==> config.mk <==
export PLATFORM = sky130hd
export DESIGN_NAME = restoring_divider
export DESIGN_NICKNAME = d
export VERILOG_FILES = /design/src/rtl/div_arr_pkg.sv /design/src/rtl/div_csm_cell.sv /design/src/rtl/div_row_ctl.sv /design/src/rtl/div_row.sv /design/src/rtl/restoring_divider.sv
export SDC_FILE = /design/constraint.sdc
export NUM_CORES = 1
export LEC_CHECK = 0
export BUFFER_PORTS_ARGS = -buffer_cell sky130_fd_sc_hd__buf_2
export CAP_MARGIN = 10
export CORE_UTILIZATION = 55
export DETAILED_ROUTE_END_ITERATION = 8
export PLACE_DENSITY = 0.79
export RECOVER_POWER = 50
export SETUP_SLACK_MARGIN = 0.4
export SLEW_MARGIN = 20
export SYNTH_ARGS = -nofsm -noshare
export SYNTH_HDL_FRONTEND = slang
export SYNTH_SLANG_ARGS = --single-unit
==> constraint.sdc <==
create_clock -name vclk -period 16.85
set_input_delay 1.685 -clock vclk [all_inputs]
set_output_delay 1.685 -clock vclk [all_outputs]
set_load 0.01 [all_outputs]
==> src/rtl/div_arr_pkg.sv <==
package div_arr_pkg;

  // Strobes from a row's control slice to that row's cells
  typedef struct packed {
    logic passThru;  // 1: cells forward their input bit (trial went negative)
    logic quoBit;    // quotient bit produced by this row
  } rowStrobe_t;

endpackage

==> src/rtl/div_csm_cell.sv <==
// One bit of a trial subtraction with a pass-or-difference output mux.
module div_csm_cell (
  input  logic xBit,
  input  logic yBit,
  input  logic borrowIn,
  input  logic passSel,
  output logic outBit,
  output logic borrowOut
);

  logic diffBit;

  always_comb begin
    diffBit   = xBit ^ yBit ^ borrowIn;
    borrowOut = (~xBit & yBit) | (~xBit & borrowIn) | (yBit & borrowIn);
    outBit    = passSel ? xBit : diffBit;
  end

endmodule

==> src/rtl/div_row_ctl.sv <==
// Turns a row's final borrow into the strobes its cells and the quotient use.
module div_row_ctl
  import div_arr_pkg::*;
(
  input  logic       rowBorrow,
  output rowStrobe_t strobe
);

  always_comb begin
    strobe.passThru = rowBorrow;
    strobe.quoBit   = ~rowBorrow;
  end

endmodule

==> src/rtl/div_row.sv <==
// One trial-subtraction row: W cells on the low bits plus a borrow-only top slot.
module div_row
  import div_arr_pkg::*;
#(
  parameter int W = 4
) (
  input  logic         remHi,
  input  logic [W-1:0] remLo,
  input  logic [W-1:0] divisor,
  output logic [W-1:0] remOut,
  output logic         quoBit
);

  logic [W:0] borrowChain;
  logic       rowBorrow;
  rowStrobe_t strobe;

  assign borrowChain[0] = 1'b0;

  for (genvar i = 0; i < W; i++) begin : g_cell
    div_csm_cell u_cell (
      .xBit     (remLo[i]),
      .yBit     (divisor[i]),
      .borrowIn (borrowChain[i]),
      .passSel  (strobe.passThru),
      .outBit   (remOut[i]),
      .borrowOut(borrowChain[i+1])
    );
  end

  // Top slot subtracts a zero divisor bit; only its borrow is needed,
  // since a kept result always fits in W bits.
  assign rowBorrow = ~remHi & borrowChain[W];

  div_row_ctl u_ctl (
    .rowBorrow(rowBorrow),
    .strobe   (strobe)
  );

  assign quoBit = strobe.quoBit;

endmodule

==> src/rtl/restoring_divider.sv <==
// Combinational unsigned array divider built from subtract-or-pass rows.
module restoring_divider #(
  parameter int DIVIDEND_W = 8,
  parameter int DIVISOR_W  = 4
) (
  input  logic [DIVIDEND_W-1:0] dividendIn,
  input  logic [DIVISOR_W-1:0]  divisorIn,
  output logic [DIVIDEND_W-1:0] quotientOut,
  output logic [DIVISOR_W-1:0]  remainderOut
);

  localparam int ROWS = DIVIDEND_W;

  logic [DIVISOR_W-1:0] partRem [0:ROWS];

  assign partRem[0] = '0;

  for (genvar r = 0; r < ROWS; r++) begin : g_row
    localparam int BIT_IDX = DIVIDEND_W - 1 - r;
    logic [DIVISOR_W-1:0] rowLo;

    if (DIVISOR_W > 1) begin : g_shift
      assign rowLo = {partRem[r][DIVISOR_W-2:0], dividendIn[BIT_IDX]};
    end else begin : g_single
      assign rowLo = dividendIn[BIT_IDX];
    end

    div_row #(.W(DIVISOR_W)) u_row (
      .remHi  (partRem[r][DIVISOR_W-1]),
      .remLo  (rowLo),
      .divisor(divisorIn),
      .remOut (partRem[r+1]),
      .quoBit (quotientOut[BIT_IDX])
    );
  end

  assign remainderOut = partRem[ROWS];

endmodule

* After elaboration in Yosys (flattened, before gate mapping)
Cells that the tools add are included.
Word-level totals: bits in registers 0, output and inout port bits 12, bits of input ports 12
Operators by class: bitwise operators 226, mux-type cells 32
Operator list (count):
- $and 1x1->1 | 81
- $xor 1x1->1 | 53
- $or 1x1->1 | 48
- $not 1->1 | 44
- $mux 1 | 32

* Longest topological paths before layout
Gate-level depths: netlist of the first run.
word-level depth 93, mapped depth 56, mapped depth without buffers 54

* Hierarchy
From an unflattened synthesis of the first run, not the netlist that was laid out.
Unflattened totals: cell total of the unflattened synthesis 138, area total of the unflattened synthesis 1303.8 µm²
Modules (own cells, without submodules):
- div_csm_cell at g_row[0].u_row.g_cell[0].u_cell ... | area an instance 33.8 µm², sequential area each 0.0 µm², cells an instance 3, instances 23
- div_csm_cell at g_row[4].u_row.g_cell[2].u_cell ... | area an instance 32.5 µm², sequential area each 0.0 µm², cells an instance 4, instances 9
- div_row | area an instance 17.5 µm², sequential area each 0.0 µm², cells an instance 2, instances 8
- div_row_ctl | area an instance 11.3 µm², sequential area each 0.0 µm², cells an instance 2, instances 8
- restoring_divider | area an instance 3.8 µm², sequential area each 0.0 µm², cells an instance 1, instances 1

* Worst setup path after synthesis of the first run
No wires, ideal clock.
kind input port to output port, from in divisorIn[1], to out remainderOut[1], slack 987 ps, path buffers 3, cell stages on the path 54, data arrival time 14178 ps, data required time 15165 ps, cells stage by stage clkbuf_1 > inv_1 > ha_1 > ha_1 > ha_1 > nand2_1 > o21ai_2 > maj3_1 > inv_1 > fa_1 > inv_1 > fa_1 > a21boi_4 > inv_4 > mux2_4 > maj3_1 > fa_1 > fa_1 > [... 18 more ...] > a21oi_1 > fa_1 > fa_1 > nand3_1 > mux2_2 > maj3_1 > fa_1 > fa_1 > o21ai_0 > or3_1 > buf_6 > mux2i_1 > fa_1 > fa_1 > fa_1 > a221oi_4 > mux2_4 > buf_4
Between the ends: longest elaborated chain between the ends 91, elaborated cells between the ends (all ways) 219, those cells by class 29 x mux; 190 x bitwise
RTL lines:
- start: declaration | RTL line restoring_divider.sv:7 | input logic [DIVISOR_W-1:0] divisorIn,
- $or 1x1->1 / $and 1x1->1 (equally long branches) | RTL line div_csm_cell.sv:15 | borrowOut = (~xBit & yBit) | (~xBit & borrowIn) | (yBit & borrowIn);
- $or 1x1->1 | RTL line div_csm_cell.sv:15
- $or 1x1->1 / $and 1x1->1 (equally long branches) | RTL line div_csm_cell.sv:15
- $or 1x1->1 | RTL line div_csm_cell.sv:15
- $or 1x1->1 / $and 1x1->1 (equally long branches) | RTL line div_csm_cell.sv:15
- $or 1x1->1 | RTL line div_csm_cell.sv:15
- $mux 1 | RTL line div_csm_cell.sv:16 | outBit = passSel ? xBit : diffBit;
- $not 1->1 | RTL line div_csm_cell.sv:15
- [... 72 more ...]
- $and 1x1->1 | RTL line div_csm_cell.sv:15
- $or 1x1->1 (2 in a row) | RTL line div_csm_cell.sv:15
- $and 1x1->1 | RTL line div_csm_cell.sv:15
- $or 1x1->1 (2 in a row) | RTL line div_csm_cell.sv:15
- $and 1x1->1 | RTL line div_csm_cell.sv:15
- $or 1x1->1 (2 in a row) | RTL line div_csm_cell.sv:15
- $and 1x1->1 | RTL line div_row.sv:33 | assign rowBorrow = ~remHi & borrowChain[W];
- $mux 1 * | RTL line div_csm_cell.sv:16
- end: declaration | RTL line restoring_divider.sv:9 | output logic [DIVISOR_W-1:0] remainderOut
Every way passes the cells marked *; elsewhere a longest branch is shown, timed or not.

* Final worst setup path of the first run
from in dividendIn[7], to out remainderOut[0]
Between the ends: longest elaborated chain between the ends 93, elaborated cells between the ends (all ways) 213, those cells by class 29 x mux; 184 x bitwise
RTL lines:
- start: declaration | RTL line restoring_divider.sv:6 | input logic [DIVIDEND_W-1:0] dividendIn,
- $not 1->1
- $and 1x1->1 | RTL line div_csm_cell.sv:15
- $or 1x1->1 / $and 1x1->1 (equally long branches) | RTL line div_csm_cell.sv:15
- $or 1x1->1 | RTL line div_csm_cell.sv:15
- $or 1x1->1 / $and 1x1->1 (equally long branches) | RTL line div_csm_cell.sv:15
- $or 1x1->1 | RTL line div_csm_cell.sv:15
- $or 1x1->1 / $and 1x1->1 (equally long branches) | RTL line div_csm_cell.sv:15
- $or 1x1->1 | RTL line div_csm_cell.sv:15
- [... 74 more ...]
- $and 1x1->1 | RTL line div_csm_cell.sv:15
- $or 1x1->1 (2 in a row) | RTL line div_csm_cell.sv:15
- $and 1x1->1 | RTL line div_csm_cell.sv:15
- $or 1x1->1 (2 in a row) | RTL line div_csm_cell.sv:15
- $and 1x1->1 | RTL line div_csm_cell.sv:15
- $or 1x1->1 (2 in a row) | RTL line div_csm_cell.sv:15
- $and 1x1->1 * | RTL line div_row.sv:33
- $mux 1 * | RTL line div_csm_cell.sv:16
Marks and branches as above.

==> metrics, run 1 <==
Final min period=16,070 ps; clock power share=0%; GPL Wtd Cong=0.884; post-synthesis sequential area ratio=0%; Ys Warns=0; Mapped Area=1370 um^2; Inst Count DP=roughly 190; DR iter-0 viols=17; sequential standard cell area=0 um^2; VDD IR max=0.179 mV; Cells after Synth=149; critical path arrival=roughly 14,000 ps; total track usage=21.6%; CP Data Required Time=between 15,000 and 20,000 ps; Die H=approximately 52 um; largest net degree at the start of global routing=13; Final Hold Viols=0; Area contributors post-synth=fa_1, ha_1, buf_4; wire per inst=13.3 um; Die Width=51.8 um; crit start category=input pin; synthesis-to-finish area growth=9.26%; status=finished clean; DR vias/cell=5.39; Setup WS pre-CTS=210 ps; ant diodes=0; global route total overflow=0; Initial Utilization=60.0%; Final WS setup=782 ps; max incr delay on CP=420 ps; CP top delay family=adder cells; Layout Cells excl Fill=192; switching share of total power=49.3%; router iterations before antenna repair=4; mean post-synth cell area=9.16 um^2; Final ANT Viol Nets=0; I/O Buffers=24; cell with the most instances after synthesis=inv_1; hold_buf cts=0; Slew HR=between 70 and 80%; DP HPWL=2250 um; # IOs=24; CP Max Fanout=8; most frequent CP cell=fa_1; clock buffers=0; routed wire length=2540 um; combinational power share=100.0%; Switch Pwr=0.153 mW; vias=about 1,000; Crit. End Element=output pin; share of Yosys cell area claimed by the top area cell type=22.0%; max-slew violations=0; first-pass GRT wire length=4370 um; period utilization=a little over nine tenths; final net count=204; Int Pwr=0.157 mW; Die Area=approximately 2700 um^2; Leak=0.710 nW; final instance area=1490 um^2; Power Density=208 nW/um^2; vias in the first global route=1,008; fmax=62.2 MHz; Net Count, Synth=roughly 190; Distinct cells, synth=48; seq_cells=0; Final setup viols=0; WP buf/inv=11; RSZ-0062 raised after global routing=no; Core Rows=17; initial antenna violation count=0; Fin Setup TNS=0 ps; share of post-route cells with drive strength above 1=around two fifths; Hold Path Class=input pin to output pin; # DRC=0; cell taking the most area after synthesis=fa_1; Placed Area=~1400 um^2; total power=0.310 mW; Slew @ Worst Pin=431 ps; placeable core area=~2300 um^2; critical path class=input pin to output pin; Crit-path slowest cell=fa_1; Flop pwr share=0%; most common library cells after synthesis=inv_1, fa_1, buf_4; Core Util, Final=65.5%; max-capacitance violation count=0; Final Hold Slack=3720 ps
## cell families (layout without fill, tap and decap cells)
kind of cell	count (synthesis)	in the layout	share of synthesized area, %
buffers and inverters	40	55	15.0
adders and majority gates	30	30	35.0
AOI/OAI and AO/OA	26	26	16.8
muxes	16	16	14.0
xor gates and xnor gates	11	11	7.61
and+or+nand+nor	26	26	11.6
## cell usage in the layout, fill, tap and decap left out, types with 3 or more instances in the layout
master	count
xor2_1	5
a21oi_1	6
buf_2	23
mux2_2	6
ha_1	11
xnor2_1	5
inv_1	24
buf_4	5
fa_1	12
mux2i_1	4
mux2_4	4
fa_2	3
nand2_1	5
maj3_1	4
nor2_1	4
## final cells by class
cell class                 count  area, um^2
multi-input combinational    109        1200
fill                         179         785
timing repair buffer          29         156
inverter                      26         100
tap                           28        35.0
## repair_timing
| item | 4_1_cts | 5_1_grt |
|---|---|---|
| pin swaps | 0 | 1 |
| resized for setup | 5 | 9 |
| setup buffers | 0 | 3 |
| setup endpoints to repair | 4 | 5 |
## worst min-delay path, cell delays in order
cell,delay (ps)
buf_2,90
inv_1,60
mux2i_1,60
buf_2,130
## per-layer routing
layer	part of all wire (%)	global-route usage (%)
met4	2.7	3.60
met3	4.5	0.877
met5	0	0
met1	43	26.8
met2	50	41.2
## worst paths after layout
check,startpoint,endpoint,slack (ps),cells past startpoint
max,dividendIn[7],remainderOut[0],780,56
min,dividendIn[0],remainderOut[0],3720,4
## power groups by stage
stage / clock network (mW) / logic [mW] / registers, mW
global placement: 0 / 0.278 / 0
floorplan: 0 / 0.277 / 0
global route: 0 / 0.343 / 0
finish: 0 / 0.310 / 0
detailed placement: 0 / 0.287 / 0
CTS: 0 / 0.294 / 0
No activity file was read; power rests on OpenSTA's default activity.
==> run 2: changes to the inputs <==
==> constraint.sdc (replaced) <==
create_clock -name vclk -period 16.85
set_input_delay 2.5275 -clock vclk [all_inputs]
set_output_delay 2.5275 -clock vclk [all_outputs]
set_load 0.01 [all_outputs]
==> metrics, run 2 (synthesis results as in run 1) <==
status=finished clean; vias=1,313 (+27%); largest net degree at the start of global routing=13 (unchanged); DR vias/cell=5.86 (+8.8%); CP Max Fanout=5 (-3); DP HPWL=2480 um (+10%); max-slew violations=0 (unchanged); total track usage=26.5% (+4.9 points); clock buffers=0 (unchanged); worst hold stages=4 (unchanged); max incr delay on CP=440 ps (+20 ps); Final setup viols=0 (unchanged); Crit. End Element=output pin; Fin Setup TNS=0 ps (unchanged); hold endpoint=remainderOut[0]; clock power share=0% (unchanged); VDD IR max=0.263 mV (+47%); synthesis-to-finish area growth=41.2%; placeable core area=2280 um^2 (unchanged); Inst Count DP=198 (+4.8%); most frequent CP cell=fa_2; Power Density=221 nW/um^2 (+6.4%); vias in the first global route=1,254 (+24%); critical path class=input pin to output pin; share of post-route cells with drive strength above 1=65.3% (+26 points); Final ANT Viol Nets=0 (unchanged); router iterations before antenna repair=4 (unchanged); routed wire length=4070 um (+60%); RSZ-0062 raised after global routing=yes; Core Rows=17 (unchanged); sequential standard cell area=0 um^2 (unchanged); Flop pwr share=0% (unchanged); Final min period=16,530 ps (+460 ps); Layout Cells excl Fill=224 (+17%); initial antenna violation count=0 (unchanged); switching share of total power=45.3% (-4.1 points); Initial Utilization=60.0% (unchanged); max-capacitance violation count=0 (unchanged); global route total overflow=0 (unchanged); Switch Pwr=0.193 mW (+26%); combinational power share=100.0% (about the same); Die H=51.8 um (unchanged); hold_buf cts=0 (unchanged); period utilization=98.1% (+2.7 points); GPL Wtd Cong=0.869 (-1.7%); Leak=0.888 nW (+25%); Final Hold Viols=0 (unchanged); Core Util, Final=84.7% (+19 points); most common cell after layout, fill and taps aside=buf_4; seq_cells=0 (unchanged); ant diodes=0 (unchanged); # IOs=24 (unchanged); CP Data Required Time=14,320 ps (-840 ps); critical path arrival=14,000 ps (-380 ps); commonest cells after routing, fill and taps aside=buf_4, buf_2, inv_1, fa_2; I/O Buffers=24 (unchanged); final net count=236 (+16%); DR iter-0 viols=45 (+28); fmax=60.5 MHz (-2.8%); wire per inst=18.2 um (+37%); Slew HR=65.4% (-5.7 points); worst hold start=dividendIn[0]; Crit-path slowest cell=fa_2; Die Width=51.8 um (unchanged); Slew @ Worst Pin=517 ps (+85.8 ps); # DRC=0 (unchanged); Die Area=2690 um^2 (unchanged); Hold Path Class=input pin to output pin; first-pass GRT wire length=5390 um (+23%); Int Pwr=0.234 mW (+49%); crit start category=input pin
-- run 2: repair_timing --
item | in CTS | in global routing
buffers inserted | 14 | 12
gates resized for setup | 9 | 28
pin swaps | 16 | 30
endpoints found under the setup margin | 5 | 5
-- run 2: worst max path at each step --
stage	startpoint	endpoint	slack (ps)	depth (start not counted)
after global routing	dividendIn[7]	remainderOut[0]	-110	55
after CTS	dividendIn[7]	remainderOut[0]	410	55
final	divisorIn[0]	remainderOut[0]	320	53
after global placement	dividendIn[7]	remainderOut[2]	180	54
after detailed placement	dividendIn[7]	remainderOut[1]	-50	54
after floorplan	divisorIn[1]	remainderOut[1]	420	53
-- run 2: metrics by stage --
stage                     cell area (um^2)  setup slack, ps  power, mW  hold WS [ps]
final                                 1930              322      0.427          5410
after global routing                  1930             -106      0.460          5450
after CTS                             1730              410      0.355          5410
after detailed placement              1600            -46.9      0.322          5410
after global placement                1600              176      0.311          5390
after floorplan                       1470              420      0.299          5300
-- run 2: power groups by stage --
stage / combinational, mW / clock (mW) / sequential [mW]
after detailed placement: 0.322 / 0 / 0
after floorplan: 0.299 / 0 / 0
after global routing: 0.460 / 0 / 0
after global placement: 0.311 / 0 / 0
after CTS: 0.355 / 0 / 0
final: 0.427 / 0 / 0
-- run 2: per-layer routing --
layer  up-vias  global-route usage (%)  part of all wire (%)
li1        591                       -                     -
met1       645                    30.1                    39
met2        63                    53.2                    55
met3        14                    1.46                   3.4
met4         0                    4.95                   3.1
met5         -                       0                     0
-- run 2: layout make-up --
cell class | count | area [um^2]
fill | 132 | 349
multi-input combinational | 109 | 1350
tap | 28 | 35.0
inverter | 26 | 103
timing repair buffer | 61 | 437
-- run 2: worst max-delay path, delay by kind of cell --
family	cells	cell delay, ps
xor+xnor	2	370
simple gates	4	540
mux	5	960
buf+inv	13	1540
compound gates	7	1000
fa+ha+maj	22	7050
==> run 3: changes to the inputs <==
ABC_AREA = 1   (was default)
PLACE_DENSITY = 0.78   (was 0.79)
==> metrics, run 3 <==
# DRC=0 (unchanged); Slew HR=78.6% (+13 points); Slew @ Worst Pin=318 ps (-199 ps); Power Density=194 nW/um^2 (-12%); largest net degree at the start of global routing=14 (+1); GPL Wtd Cong=0.809 (-6.9%); Final ANT Viol Nets=0 (unchanged); Final WS setup=1040 ps (+719 ps); status=finished clean; Final min period=15,810 ps (-719 ps); Distinct cells, synth=22 (-54%); Placed Area=1450 um^2 (-8.9%); Final Hold Slack=5430 ps (+23.5 ps); share of post-route cells with drive strength above 1=21.8% (-43 points); Critical Path Sink=remainderOut[0]; critical path class=input pin to output pin; share of Yosys cell area claimed by the top area cell type=21.6% (-0.43 points); # IOs=24 (unchanged); worst setup path startpoint=divisorIn[0]; Leak=0.926 nW (+4.3%); Area contributors post-synth=fa_1, nand2_1, inv_1; final instance area=1470 um^2 (-24%); Ys Warns=0 (unchanged); fmax=63.3 MHz (+4.5%); routed wire length=2490 um (-39%); DR iter-0 viols=20 (-56%); DP HPWL=2110 um (-15%); critical path arrival=13,280 ps (-720 ps); Core Util, Final=63.8% (-21 points); mean post-synth cell area=6.39 um^2 (-30%); I/O Buffers=24 (unchanged); Initial Utilization=60.6% (+0.64 points); seq_cells=0 (unchanged); Final setup viols=0 (unchanged); most frequent CP cell=fa_1; Die Area=2740 um^2 (+1.9%); Fin Setup TNS=0 ps (unchanged); max-slew violations=0 (unchanged); RSZ-0062 raised after global routing=no; CP Data Required Time=14,320 ps (about the same); most common cell after layout, fill and taps aside=nand2_1; max incr delay on CP=440 ps (about the same); Core Rows=17 (unchanged); vias in the first global route=1,006 (-20%); synthesis-to-finish area growth=5.30%; Hold Path Class=input pin to output pin; cell with the most instances after synthesis=nand2_1; final net count=269 (+14%); worst hold stages=4 (unchanged); global route total overflow=0 (unchanged); total track usage=19.4% (-7.1 points); clock buffers=0 (unchanged); max-capacitance violation count=0 (unchanged); sequential standard cell area=0 um^2 (unchanged); vias=1,240 (-5.6%); initial antenna violation count=0 (unchanged); CP Max Fanout=10 (+5); Final Hold Viols=0 (unchanged); post-synthesis sequential area ratio=0% (unchanged); Crit. End Element=output pin; Setup WS pre-CTS=751 ps (+798 ps); Crit-path slowest cell=fa_1; Mapped Area=1390 um^2 (+2.0%); first-pass GRT wire length=4120 um (-24%); ant diodes=0 (unchanged); period utilization=93.8% (-4.3 points); Net Count, Synth=256 (+37%); Cells after Synth=218 (+46%); Post CTS Setup Buffer Count=0 (-14); commonest cells after routing, fill and taps aside=nand2_1, inv_1, buf_2, nor2_1, fa_1; DR vias/cell=4.82 (-18%); Die Width=52.3 um (+0.96%); Die H=52.3 um (+0.96%); most common library cells after synthesis=nand2_1, inv_1, fa_1, nor2_1, buf_4; cell taking the most area after synthesis=fa_1; crit start category=input pin; wire per inst=9.70 um (-47%); router iterations before antenna repair=4 (unchanged); VDD IR max=0.177 mV (-33%); placeable core area=2300 um^2 (+0.93%)
[run 3: cell types whose count changed after synthesis, moves of 5 or more]
cell	previous run	this run
nand2_1	5	63
inv_1	24	52
nor2_1	4	15
a21oi_1	7	1
mux2_2	6	0
nand2_2	2	8
o21ai_1	0	6
o21bai_1	0	6
mux2i_1	5	0
nand3_4	0	5
xnor2_1	5	0
[run 3: cell families (layout without fill, tap and decap cells)]
logic type / Yosys count / in the layout / synth area share [%]
compound gates: 17 / 17 / 7.19
xor+xnor: 1 / 1 / 0.629
fa+ha+maj: 26 / 26 / 31.4
buf+inv: 68 / 79 / 21.7
simple gates: 106 / 106 / 39.1
[run 3: worst min-delay path by stage]
stage | slack [ps] | startpoint | end
final | 5430 | dividendIn[0] | remainderOut[0]
after global routing | 5440 | dividendIn[0] | remainderOut[0]
after CTS | 5350 | dividendIn[0] | remainderOut[0]
after detailed placement | 5350 | dividendIn[0] | remainderOut[0]
after global placement | 5350 | dividendIn[0] | remainderOut[0]
after floorplan | 5240 | dividendIn[0] | remainderOut[0]
[run 3: layout make-up]
type               instances  area (um^2)
repair buffers            24          125
multi-input cells        150         1100
well taps                 28         35.0
fillers                  243          831
inverters                 55          206
[run 3: timing repair]
item / 4_1_cts / 5_1_grt
setup endpoints to repair: 0 / 5
hold buffers: 0 / 0
resized for setup: 0 / 9
[run 3: worst max-delay path, delay by kind of cell]
family                   cells  cell delay [ps]
adder cells (fa/ha/maj)     19             6470
AO/OA/AOI/OAI               13             1600
AND/OR/NAND/NOR             14             1500
buffers and inverters       15             1150
[run 3: power breakdown]
| group | switching, mW | internal [mW] |
|---|---|---|
| combinational | 0.177 | 0.108 |
| sequential | 0 | 0 |
| clock | 0 | 0 |
[run 3: through the flow]
step	total power, mW	cells
after detailed placement	0.283	257
after global routing	0.324	257
after CTS	0.284	257
final	0.285	257
after floorplan	0.268	218
after global placement	0.282	257
[run 3: routing by layer]
layer | vias to the layer above | part of all wire [%] | GRT usage [%]
met5 | - | 0 | 0
li1 | 654 | - | -
met1 | 562 | 46 | 26.3
met3 | 0 | 2.9 | 0.290
met2 | 24 | 51 | 35.9
met4 | 0 | 0 | 0.877
